[config.mk]
export PLATFORM = sky130hd
export DESIGN_NAME = alu8_exec_stage
export DESIGN_NICKNAME = d
export VERILOG_FILES = /design/src/rtl/alu8_pkg.sv /design/src/rtl/alu8_decode.sv /design/src/rtl/alu8_core.sv /design/src/rtl/alu8_exec_stage.sv
export SDC_FILE = /design/constraint.sdc
export NUM_CORES = 1
export LEC_CHECK = 0
export ABC_AREA = 1
export CORE_MARGIN = 2
export CORE_UTILIZATION = 30
export DETAILED_ROUTE_END_ITERATION = 7
export DONT_BUFFER_PORTS = 1
export GPL_ROUTABILITY_DRIVEN = 0
export GPL_TIMING_DRIVEN = 0
export SETUP_SLACK_MARGIN = 0.02
export SKIP_LAST_GASP = 1
export SYNTH_ARGS = -nofsm -noshare
export SYNTH_HDL_FRONTEND = slang
export SYNTH_SLANG_ARGS = --single-unit
[constraint.sdc]
create_clock -name clk -period 6.1 [get_ports clk]
set_clock_uncertainty 0.2 [all_clocks]
set_input_delay 0.305 -clock clk [delete_from_list [all_inputs] [get_ports clk]]
set_output_delay 0.305 -clock clk [all_outputs]
set_load 0.05 [all_outputs]
[src/rtl/alu8_pkg.sv]
`timescale 1ns/1ps
package alu8_pkg;

    typedef enum logic [3:0] {
        OP_ADD = 4'd0,
        OP_SUB = 4'd1,
        OP_AND = 4'd2,
        OP_OR  = 4'd3,
        OP_NOT = 4'd4,
        OP_XOR = 4'd5,
        OP_SHL = 4'd6,
        OP_SHR = 4'd7,
        OP_ROL = 4'd8,
        OP_ROR = 4'd9,
        OP_MUL = 4'd10
    } alu_op_e;

    localparam logic [3:0] LAST_CODE = 4'd10;

    typedef struct packed {
        logic       legal;
        logic       illegal;
        logic       not_alu;
        logic [3:0] code;
    } alu_dec_t;

endpackage

[src/rtl/alu8_decode.sv]
`timescale 1ns/1ps
module alu8_decode
    import alu8_pkg::*;
#(
    parameter int W = 8
) (
    input  logic [7:0]   opc,
    input  logic [W-1:0] imm_a,
    input  logic [W-1:0] imm_b,
    input  logic [W-1:0] reg_a,
    input  logic [W-1:0] reg_b,
    output logic [W-1:0] src_a,
    output logic [W-1:0] src_b,
    output alu_dec_t     dec
);

    logic foreign;
    logic reserved;

    always_comb begin
        src_a = opc[7] ? imm_a : reg_a;
        src_b = opc[6] ? imm_b : reg_b;
    end

    always_comb begin
        foreign     = (opc[5:4] != 2'b00);
        reserved    = !foreign && (opc[3:0] > LAST_CODE);
        dec.code    = opc[3:0];
        dec.not_alu = foreign;
        dec.illegal = reserved;
        dec.legal   = !foreign && !reserved;
    end

endmodule

[src/rtl/alu8_core.sv]
`timescale 1ns/1ps
module alu8_core
    import alu8_pkg::*;
#(
    parameter int W = 8
) (
    input  logic [3:0]   code,
    input  logic [W-1:0] a,
    input  logic [W-1:0] b,
    output logic [W-1:0] y
);

    localparam int SW = $clog2(W);
    localparam logic [W-1:0] LIM  = W'(W);
    localparam logic [SW:0]  WV   = (SW+1)'(W);

    logic [SW-1:0] rot;
    logic [SW:0]   rot_back;
    logic          sat;

    always_comb begin
        rot      = b[SW-1:0];
        rot_back = WV - {1'b0, rot};
        sat      = (b >= LIM);
    end

    always_comb begin
        unique case (code)
            OP_ADD:  y = a + b;
            OP_SUB:  y = a - b;
            OP_AND:  y = a & b;
            OP_OR:   y = a | b;
            OP_NOT:  y = ~a;
            OP_XOR:  y = a ^ b;
            OP_SHL:  y = sat ? '0 : (a << b);
            OP_SHR:  y = sat ? '0 : (a >> b);
            OP_ROL:  y = (a << rot) | (a >> rot_back);
            OP_ROR:  y = (a >> rot) | (a << rot_back);
            OP_MUL:  y = a * b;
            default: y = '0;
        endcase
    end

endmodule

[src/rtl/alu8_exec_stage.sv]
`timescale 1ns/1ps
module alu8_exec_stage
    import alu8_pkg::*;
#(
    parameter int W = 8
) (
    input  logic         clk,
    input  logic         rst_n,
    input  logic         in_valid,
    input  logic [7:0]   opc,
    input  logic [W-1:0] fld_a,
    input  logic [W-1:0] fld_b,
    input  logic [7:0]   fld_dst,
    input  logic [W-1:0] rd_a,
    input  logic [W-1:0] rd_b,
    output logic         out_valid,
    output logic [W-1:0] out_res,
    output logic         out_we,
    output logic [7:0]   out_dst,
    output logic         out_illegal,
    output logic         out_not_alu
);

    logic [W-1:0] src_a;
    logic [W-1:0] src_b;
    logic [W-1:0] core_y;
    alu_dec_t     dec;
    logic         do_write;

    alu8_decode #(.W(W)) i_decode (
        .opc   (opc),
        .imm_a (fld_a),
        .imm_b (fld_b),
        .reg_a (rd_a),
        .reg_b (rd_b),
        .src_a (src_a),
        .src_b (src_b),
        .dec   (dec)
    );

    alu8_core #(.W(W)) i_core (
        .code (dec.code),
        .a    (src_a),
        .b    (src_b),
        .y    (core_y)
    );

    always_comb begin
        do_write = in_valid && dec.legal;
    end

    always_ff @(posedge clk) begin
        if (!rst_n) begin
            out_valid   <= 1'b0;
            out_res     <= '0;
            out_we      <= 1'b0;
            out_dst     <= '0;
            out_illegal <= 1'b0;
            out_not_alu <= 1'b0;
        end else begin
            out_valid   <= in_valid;
            out_res     <= do_write ? core_y : '0;
            out_we      <= do_write;
            out_dst     <= in_valid ? fld_dst : '0;
            out_illegal <= in_valid && dec.illegal;
            out_not_alu <= in_valid && dec.not_alu;
        end
    end


    ill_no_write_chk: assert property (@(posedge clk) disable iff (!rst_n)
        out_illegal |-> (!out_we && out_res == '0 && !out_not_alu));


    foreign_quiet_chk: assert property (@(posedge clk) disable iff (!rst_n)
        out_not_alu |-> (!out_we && !out_illegal && out_res == '0));


    valid_follow_chk: assert property (@(posedge clk) disable iff (!rst_n)
        in_valid |=> out_valid);


    idle_quiet_chk: assert property (@(posedge clk) disable iff (!rst_n)
        !in_valid |=> (!out_valid && !out_we && !out_illegal && !out_not_alu));


    dst_track_chk: assert property (@(posedge clk) disable iff (!rst_n)
        in_valid |=> (out_dst == $past(fld_dst)));


    shl_sat_chk: assert property (@(posedge clk) disable iff (!rst_n)
        (in_valid && opc[5:0] == 6'h06 && (opc[6] ? fld_b : rd_b) >= W'(W))
        |=> (out_res == '0 && out_we));

endmodule

==> results.json, run 1 <==
{
  "post_layout_nonfiller_instances": 916,
  "inserted_clock_buffers": 3,
  "clk_transition_reported_paths_ns": 0.06,
  "drt_wl_total_um": 13920,
  "syn_avg_cell_area_um2": 5.613,
  "postSynth.asyncResetShare_pct": 0,
  "vias": 4546,
  "synth.ff_latch_count": 20,
  "die_width_um": 120.6,
  "pre_cts_ws_ns": 0.7939,
  "drt_drc_violations_left": 0,
  "per_cell_via_count_in_the_routed_design": 4.963,
  "critPathKind": "input pin to register",
  "clockBufferDepth": 2,
  "fmax_mhz": 196.1,
  "timing_worst_slew_pin_value_ns": 0.9891,
  "drt_first_pass_iters": 5,
  "timing.critical_path.fanout_max": 10,
  "dpl.cell_count": 902,
  "cts_repair_resize_count": 0,
  "diodes": 0,
  "cap_viol_max_count": 0,
  "final.period_utilization_pct": 83.62,
  "grtUsageMet2_pct": 30.90,
  "clock_tree_from_tritoncts": "done",
  "grt.met3_usage_pct": 2.594,
  "post_layout_worst_setup_margin_ns": 0.9993,
  "coreArea_um2": 13240,
  "cts_setup_buffers": 0,
  "slew_headroom_pct": 33.55,
  "hold_ws_ns": 0.02775,
  "synthCells": 726,
  "ctsHtreeMaxLevel": 1,
  "postSynth.topFlopCell": "sky130_fd_sc_hd__dfxtp_1",
  "groute.layer.met1.usage_pct": 26.52,
  "yosys.cell_count.top_type": "sky130_fd_sc_hd__nand2_1",
  "p_leak_nw": 2.499,
  "global_route_usage_over_all_layers_pct": 19.41,
  "end_kind": "register",
  "gr-max-usage-layer": "met2",
  "synthesis.area_um2": 4075,
  "grt_max_degree": 13,
  "final_period_minus_worst_setup_slack_ns": 5.101,
  "worst_setup_path_start_kind": "input pin",
  "min_delay_worst_type": "input pin to register",
  "number_of_enable_flip_flop_cells_after_synthesis": 0,
  "grt_antenna_before_repair": 0,
  "outcome": "finished, final reports clean",
  "gr-total-overflow": 0,
  "placementRows": 42,
  "hold_viol_final": 0,
  "synth_common_cells": "sky130_fd_sc_hd__nand2_1 (254), sky130_fd_sc_hd__inv_1 (112), sky130_fd_sc_hd__nor2_1 (81), sky130_fd_sc_hd__nand3_1 (46), sky130_fd_sc_hd__ha_1 (41)",
  "synth.distinct_cells": 40,
  "setup_repair_after_global_routing_missed_its_margin": "false",
  "ys_warn_count": 0,
  "p_per_area_nw_per_um2": 187.6,
  "avgRoutedWirePerCell_um": 15.19,
  "final-seq-area_um2": 400.4,
  "hold_depth": 2,
  "count_of_pins_over_their_slew_limit": 0,
  "cts-hold-fix-buffers": 10,
  "multiInputGateArea_um2": 3124,
  "proportion_of_netlist_area_held_by_the_largest_area_contributor_pct": 23.40,
  "finalSetupViolCount": 0,
  "synth_fp_nets": 831,
  "ir_drop_uv": 103.3,
  "numPortBuffers": 0,
  "design.portCount": 71,
  "initial_utilization_pct": 30.77,
  "drt_iter0_markers": 457,
  "cell_types_with_the_largest_area_share_after_synthesis": "sky130_fd_sc_hd__nand2_1 (23%), sky130_fd_sc_hd__ha_1 (13%), sky130_fd_sc_hd__inv_1 (10%), sky130_fd_sc_hd__dfxtp_1 (9.8%), sky130_fd_sc_hd__nor2_1 (7.5%)",
  "critical_path_required_ns": 6.05,
  "clock-root-buffer": "sky130_fd_sc_hd__clkbuf_16",
  "die_height_um": 120.6,
  "number_of_nets_in_the_layout": 846,
  "fillCellCount": 1520,
  "data_arrival_critical_path_ns": 5.05,
  "utilization_pct": 33.99,
  "grt_pass1_vias": 4316,
  "synth_area_leader_cell": "sky130_fd_sc_hd__nand2_1",
  "area.growth.synth_to_final_pct": 10.44,
  "grt_first_pass_wirelength_um": 22350,
  "seq_area_frac_synth_pct": 9.825,
  "ant_nets": 0,
  "clock_sink_count": 20,
  "layout-drive-gt1-share_pct": 7.027,
  "setup_tns_ns": 0,
  "hpwl_um": 10890,
  "dieArea_um2": 14530
}
area by class of cell:
type	count	area share (%)
Tap cell	176	4.893
Clock buffer	3	1.668
Timing Repair Buffer	10	2.224
Sequential cell	20	8.896
Clock inverter	1	0.6672
Buffer	14	2.002
Inverter	122	10.23
Multi-Input combinational cell	570	69.42
metrics by stage:
step,instance area [µm²],total power [W]
global route,4501,0.0009352
CTS,4501,0.0008453
floorplan,4075,0.0005355
global placement,4295,0.0006493
detailed placement,4295,0.0006555
finish,4501,0.0008444
cells by family after synthesis:
family	synth area share [%]
adder cells (fa/ha/maj)	18.97
buffers and inverters	13.51
flip-flops	9.825
AND/OR/NAND/NOR	43.44
XOR/XNOR	1.934
AO/OA/AOI/OAI	12.31
cell usage in the layout, fill, tap and decap left out, types with 2 or more instances in the layout:
master                          netlist  routed
sky130_fd_sc_hd__a21oi_1             27      27
sky130_fd_sc_hd__buf_2                3       3
sky130_fd_sc_hd__buf_6                4       4
sky130_fd_sc_hd__clkbuf_1             5       5
sky130_fd_sc_hd__clkbuf_16            0       3
sky130_fd_sc_hd__dfxtp_1             20      20
sky130_fd_sc_hd__dlygate4sd3_1        0      10
sky130_fd_sc_hd__fa_1                13      13
sky130_fd_sc_hd__ha_1                41      41
sky130_fd_sc_hd__inv_1              112     112
sky130_fd_sc_hd__inv_2                9       9
sky130_fd_sc_hd__nand2_1            254     254
sky130_fd_sc_hd__nand2_2             16      16
sky130_fd_sc_hd__nand2_4              3       3
sky130_fd_sc_hd__nand3_1             46      46
sky130_fd_sc_hd__nand3_2              2       2
sky130_fd_sc_hd__nand3b_1             4       4
sky130_fd_sc_hd__nand4_1              7       7
sky130_fd_sc_hd__nor2_1              81      81
sky130_fd_sc_hd__nor3_1               3       3
sky130_fd_sc_hd__o2111ai_1            2       2
sky130_fd_sc_hd__o211ai_1             5       5
sky130_fd_sc_hd__o21ai_0             25      25
sky130_fd_sc_hd__o21ai_1             11      11
sky130_fd_sc_hd__o21ai_2              4       4
sky130_fd_sc_hd__o221ai_1             3       3
sky130_fd_sc_hd__o22ai_1              4       4
sky130_fd_sc_hd__xnor2_1              4       4
sky130_fd_sc_hd__xor2_1               5       5
per-layer routing:
layer,vias up,part of all wire (%)
met1,1998,45
met2,217,44
met5,-,0
li1,2292,-
met4,0,3.9
met3,39,8.0
critical path, stage by stage:
cell and delay (ns):
sky130_fd_sc_hd__buf_6 0.12, sky130_fd_sc_hd__buf_6 0.15, sky130_fd_sc_hd__nand2_1 0.06, sky130_fd_sc_hd__nand2_1 0.19, sky130_fd_sc_hd__buf_1 0.52, sky130_fd_sc_hd__nand2_1 0.15
sky130_fd_sc_hd__fa_1 0.51, sky130_fd_sc_hd__inv_1 0.04, sky130_fd_sc_hd__ha_1 0.27, sky130_fd_sc_hd__inv_1 0.05, sky130_fd_sc_hd__fa_1 0.51, sky130_fd_sc_hd__fa_1 0.56
sky130_fd_sc_hd__inv_1 0.05, sky130_fd_sc_hd__ha_1 0.34, sky130_fd_sc_hd__nand2_1 0.08, sky130_fd_sc_hd__nand2_1 0.06, sky130_fd_sc_hd__a21oi_1 0.14, sky130_fd_sc_hd__nand2_1 0.09
sky130_fd_sc_hd__nand2_1 0.06, sky130_fd_sc_hd__nand2_1 0.05, sky130_fd_sc_hd__nand2_1 0.11, sky130_fd_sc_hd__inv_2 0.05, sky130_fd_sc_hd__nand2_1 0.05, sky130_fd_sc_hd__nand2_1 0.05
sky130_fd_sc_hd__nand2_1 0.05, sky130_fd_sc_hd__nand3_1 0.16, sky130_fd_sc_hd__a21oi_1 0.27
flip-flops by register name (all words and copies together) (netlist names):
signal	flops
out_dst	8
out_illegal	1
out_not_alu	1
out_res	8
out_valid	1
out_we	1
power by group:
part           internal, W  leakage (nW)  switching, W
logic             0.000180          2.29      0.000337
registers         0.000134         0.163     0.0000148
clock network     0.000130        0.0511     0.0000482
total             0.000444          2.50      0.000400
final timing paths:
path,startpoint,end
min,in_valid,out_illegal
max,opc[6],out_res[7]
No activity file was read; power rests on OpenSTA's default activity.
==> run 2: changes to the inputs <==
ABC_AREA = 0   (was 1)
clock period = 5.3 ns   (was 6.1 ns; I/O delays follow)
==> results.json, run 2 <==
{
  "cts_setup_buffers": 0,
  "p_per_area_nw_per_um2": 224.6,
  "yosys.cell_count.top_type": "sky130_fd_sc_hd__nor2_1",
  "die_height_um": 116.5,
  "inserted_clock_buffers": 3,
  "dpl.cell_count": 670,
  "power_w": 0.0009477,
  "timing.critical_path.fanout_max": 10,
  "critPathKind": "input pin to register",
  "avgRoutedWirePerCell_um": 18.78,
  "grt_antenna_before_repair": 0,
  "data_arrival_critical_path_ns": 4.95,
  "ctsHtreeMaxLevel": 1,
  "synth.distinct_cells": 63,
  "layout_top_registers": "out_dst x8, out_res x8",
  "initial_utilization_pct": 30.36,
  "worstPathCellList": "buf_6, mux2i_4, inv_4, clkbuf_1, ha_1, fa_1, fa_1, ha_1, inv_1, fa_1, inv_1, ha_1, a21o_1, a21oi_1, xnor2_1, xnor3_1, nand2_1, a31oi_1",
  "hold_viol_final": 0,
  "number_of_nets_in_the_layout": 621,
  "postSynth.asyncResetShare_pct": 0,
  "vias": 3830,
  "finalSetupViolCount": 0,
  "grt_max_degree": 13,
  "layout_commonest_cell": "sky130_fd_sc_hd__nor2_1",
  "clockBufferDepth": 2,
  "ant_nets": 0,
  "global_route_usage_over_all_layers_pct": 18.74,
  "clock_sink_count": 20,
  "layout_common_cells": "sky130_fd_sc_hd__nor2_1 (75), sky130_fd_sc_hd__inv_1 (46), sky130_fd_sc_hd__ha_1 (41)",
  "hpwl_um": 9947,
  "diodes": 0,
  "postSynth.topFlopCell": "sky130_fd_sc_hd__dfxtp_1",
  "min_delay_worst_type": "input pin to register",
  "post_layout_nonfiller_instances": 686,
  "ir_drop_uv": 99.84,
  "outcome": "finished, final reports clean",
  "slew_headroom_pct": 28.67,
  "drt_drc_violations_left": 0,
  "cell_types_with_the_largest_area_share_after_synthesis": "sky130_fd_sc_hd__ha_1 (14%), sky130_fd_sc_hd__dfxtp_1 (11%), sky130_fd_sc_hd__nor2_1 (7.4%), sky130_fd_sc_hd__fa_1 (6.8%), sky130_fd_sc_hd__mux2i_1 (5.8%)",
  "critical_path_required_ns": 5.21,
  "fmax_mhz": 198.4,
  "numPortBuffers": 0,
  "syn_avg_cell_area_um2": 7.630,
  "clk_transition_reported_paths_ns": 0.05,
  "die_width_um": 116.5,
  "synthCells": 498,
  "setup_tns_ns": 0,
  "synth_area_leader_cell": "sky130_fd_sc_hd__ha_1",
  "per_cell_via_count_in_the_routed_design": 5.583,
  "cap_viol_max_count": 0,
  "area.growth.synth_to_final_pct": 11.06,
  "drt_first_pass_iters": 7,
  "proportion_of_netlist_area_held_by_the_largest_area_contributor_pct": 13.50,
  "grt_first_pass_wirelength_um": 19850,
  "clock-root-buffer": "sky130_fd_sc_hd__clkbuf_16",
  "design.portCount": 71,
  "timing_worst_slew_pin_value_ns": 1.062,
  "placementRows": 41,
  "coreArea_um2": 12520,
  "number_of_enable_flip_flop_cells_after_synthesis": 0,
  "ys_warn_count": 0,
  "hold_ws_ns": 0.2134,
  "setup_repair_after_global_routing_missed_its_margin": "false",
  "worst_setup_path_start_kind": "input pin",
  "seq_area_frac_synth_pct": 10.54,
  "critical_path.max_stage_delay_ns": 0.54,
  "timing.critical_path.slowest_stage_cell": "sky130_fd_sc_hd__fa_1",
  "grt_pass1_vias": 3739,
  "drt_iter0_markers": 472,
  "synth_common_cells": "sky130_fd_sc_hd__nor2_1 (75), sky130_fd_sc_hd__inv_1 (46), sky130_fd_sc_hd__ha_1 (41), sky130_fd_sc_hd__nand2_1 (33), sky130_fd_sc_hd__o21ai_0 (28)",
  "count_of_pins_over_their_slew_limit": 0,
  "gr-total-overflow": 0,
  "synthesis.area_um2": 3800,
  "synth.ff_latch_count": 20,
  "layout-drive-gt1-share_pct": 8.366,
  "p_leak_nw": 1.771,
  "drt_wl_total_um": 12880,
  "dieArea_um2": 13580,
  "synth_fp_nets": 603,
  "clock_tree_from_tritoncts": "done",
  "final.period_utilization_pct": 95.09,
  "final_period_minus_worst_setup_slack_ns": 5.040,
  "end_kind": "register"
}
[run 2: changes by cell type in the layout (fill, tap and decap cells not counted), sizes merged, moves of 12 or more]
cell / delta
nor3: +12
o21ai: -12
nand2: -240
xnor2: +19
nand3: -40
mux2i: +34
inv: -71
[run 2: path summary, 6_finish.rpt]
check / start / to / cells past startpoint
min: opc[1] / out_res[0] / 3
max: opc[6] / out_res[7] / 18
[run 2: what timing repair did]
action,CTS,global route
endpoints found under the setup margin,0,0
hold buffers,12,1
hold endpoints to repair,11,1
resized for setup,0,0
[run 2: area by class of cell]
cell class / instances / area (µm²)
timing repair buffer: 13 / 130.1
buffer: 23 / 136.4
fill: 1340 / 8297
multi-input combinational: 403 / 3060
inverter: 52 / 202.7
sequential: 20 / 400.4
tap: 172 / 215.2
clock buffer: 3 / 75.07
[run 2: cell families after synthesis]
logic type	Yosys count	share of synthesized area (%)
XOR/XNOR	27	6.783
AO/OA/AOI/OAI	118	20.32
multiplexers	37	12.94
AND/OR/NAND/NOR	167	20.15
flip-flops	20	10.54
buffers and inverters	75	8.924
adder cells (fa/ha/maj)	54	20.35
[run 2: routing by layer]
| layer | part of all wire [%] | track usage [%] | vias to the layer above |
|---|---|---|---|
| li1 | - | - | 1794 |
| met1 | 37 | 23.11 | 1752 |
| met2 | 47 | 31.32 | 230 |
| met3 | 11 | 3.684 | 54 |
| met4 | 5.3 | 9.176 | 0 |
| met5 | 0 | 0 | - |
[run 2: through the flow]
stage	utilization, %	instance area [µm²]	setup WS [ns]
finish	33.72	4220	0.2600
global route	33.72	4220	0.05943
CTS	33.64	4210	0.2669
detailed placement	32.08	4015	0.02296
global placement	32.08	4015	0.008196
floorplan	-	3800	0.7055
[run 2: power by group]
part | switching [W] | internal (W) | leakage (nW)
combinational | 0.000365 | 0.000265 | 1.57
sequential | 0.0000175 | 0.000155 | 0.163
clock | 0.0000464 | 0.0000990 | 0.0370
[run 2: critical path, delay by kind of cell]
family	cells	cell delay [ns]
adders and majority gates	6	2.41
and+or+nand+nor	1	0.11
muxes	1	0.43
buffers and inverters	5	0.68
AOI/OAI and AO/OA	3	0.52
xor gates and xnor gates	2	0.53
==> run 3: changes to the inputs <==
CORE_ASPECT_RATIO = 1.25   (was unset)
CTS_CLUSTER_DIAMETER = 100   (was unset)
RECOVER_POWER = 50   (was unset)
==> results.json, run 3 (same netlist as run 2, synthesis figures left out) <==
{
  "outcome": "finished, final reports clean",
  "path_delay_family": "adder cells",
  "number_of_nets_in_the_layout": 621,
  "final_period_minus_worst_setup_slack_ns": 5.048,
  "timing_worst_slew_pin_value_ns": 1.219,
  "grt_max_degree": 13,
  "per_cell_via_count_in_the_routed_design": 5.681,
  "layout_commonest_cell": "sky130_fd_sc_hd__nor2_1",
  "worst_setup_path_start_kind": "input pin",
  "area.growth.synth_to_final_pct": 11.66,
  "layout_common_cells": "sky130_fd_sc_hd__nor2_1 (75), sky130_fd_sc_hd__inv_1 (46), sky130_fd_sc_hd__ha_1 (41)",
  "grt_antenna_before_repair": 1,
  "dpl.cell_count": 662,
  "critPathKind": "input pin to register",
  "count_of_pins_over_their_slew_limit": 0,
  "setup_repair_after_global_routing_missed_its_margin": "false",
  "inserted_clock_buffers": 3,
  "ant_nets": 0,
  "data_arrival_critical_path_ns": 4.94,
  "ctsHtreeMaxLevel": 1,
  "end_kind": "register",
  "design.portCount": 71,
  "coreArea_um2": 12270,
  "drt_wl_total_um": 12950,
  "drt_first_pass_iters": 8,
  "min_delay_worst_type": "input pin to register",
  "fin_area_um2": 4243,
  "initial_utilization_pct": 30.96,
  "clock_tree_from_tritoncts": "done",
  "power_w": 0.0009937,
  "timing.critical_path.slowest_stage_cell": "sky130_fd_sc_hd__a2111oi_2",
  "placementRows": 45,
  "die_height_um": 129.8,
  "layout_top_registers": "out_dst x8, out_res x8",
  "post_layout_nonfiller_instances": 680,
  "gr-max-usage-layer": "met2",
  "avgRoutedWirePerCell_um": 19.05,
  "critical_path_required_ns": 5.20,
  "clock-root-buffer": "sky130_fd_sc_hd__clkbuf_16",
  "timing.critical_path.fanout_max": 10,
  "fmax_mhz": 198.1,
  "hpwl_um": 10250,
  "dieArea_um2": 13590,
  "grt.met3_usage_pct": 2.797,
  "clk_transition_reported_paths_ns": 0.05,
  "clock_sink_count": 20,
  "cap_viol_max_count": 0,
  "p_leak_nw": 1.785,
  "drt_drc_violations_left": 0,
  "critical_path.n_buffers_inverters": 5,
  "drt_iter0_markers": 371,
  "grt_first_pass_wirelength_um": 20170,
  "critical_path.max_stage_delay_ns": 0.54,
  "cts_setup_buffers": 0,
  "worstPathCellList": "buf_6, mux2i_4, inv_4, clkbuf_1, ha_1, fa_1, fa_1, ha_1, inv_1, fa_1, inv_1, ha_1, xnor2_1, a221o_1, a2111oi_2, a31oi_1",
  "gr-total-overflow": 0,
  "numPortBuffers": 0,
  "grtUsageMet2_pct": 33.03,
  "cts-hold-fix-buffers": 13,
  "hold_viol_final": 0,
  "die_width_um": 104.7,
  "vias": 3863,
  "ir_drop_uv": 276.5,
  "placed_area_um2": 4005,
  "fillCellCount": 1308,
  "finalSetupViolCount": 0,
  "grt_pass1_vias": 3807,
  "layout-drive-gt1-share_pct": 8.544,
  "slew_headroom_pct": 18.11,
  "global_route_usage_over_all_layers_pct": 18.61,
  "p_per_area_nw_per_um2": 234.2,
  "cts_repair_resize_count": 0,
  "groute.layer.met1.usage_pct": 20.71,
  "clockBufferDepth": 2,
  "final.period_utilization_pct": 95.25
}
run 3: changes by cell type in the layout (fill, tap and decap cells not counted), sizes merged:
| cell | change |
|---|---|
| bufinv | +1 |
| diode | +1 |
run 3: path summary, 6_finish.rpt:
path                  cells past startpoint  slack [ns]   start    endpoint
worst min-delay path                      2       0.007   rst_n   out_valid
worst max-delay path                     16        0.25  opc[6]  out_res[5]
run 3: layer usage:
layer,vias up,part of all wire (%)
met1,1779,37
li1,1800,-
met2,214,49
met4,0,7.1
met3,70,6.5
met5,-,0
run 3: where the power goes:
| group | internal (W) | leakage (nW) | switching, W |
|---|---|---|---|
| clock network | 0.000149 | 0.0511 | 0.0000506 |
| logic | 0.000263 | 1.57 | 0.000359 |
| registers | 0.000155 | 0.163 | 0.0000171 |
| total | 0.000567 | 1.79 | 0.000427 |
run 3: through the flow:
step                setup slack, ns  setup TNS (ns)  hold WS, ns  util, %
floorplan                    0.7055               0       0.1431        -
detailed placement         -0.01089        -0.01089       0.1462    32.63
finish                       0.2517               0     0.007000    34.57
global route                0.03243               0      0.03392    34.55
CTS                          0.2307               0     0.003426    34.55
global placement           -0.01949        -0.01949       0.1451    32.63
run 3: area by class of cell:
cell class / instances / area [µm²] / share of cell area, %
buffer: 23 / 136.4 / 3.214
clock inverter: 1 / 30.03 / 0.7078
inverter: 52 / 202.7 / 4.777
sequential: 20 / 400.4 / 9.437
tap: 164 / 205.2 / 4.836
timing repair buffer: 13 / 130.1 / 3.067
clock buffer: 3 / 75.07 / 1.769
antenna: 1 / 2.502 / 0.05898
multi-input combinational: 403 / 3060 / 72.13
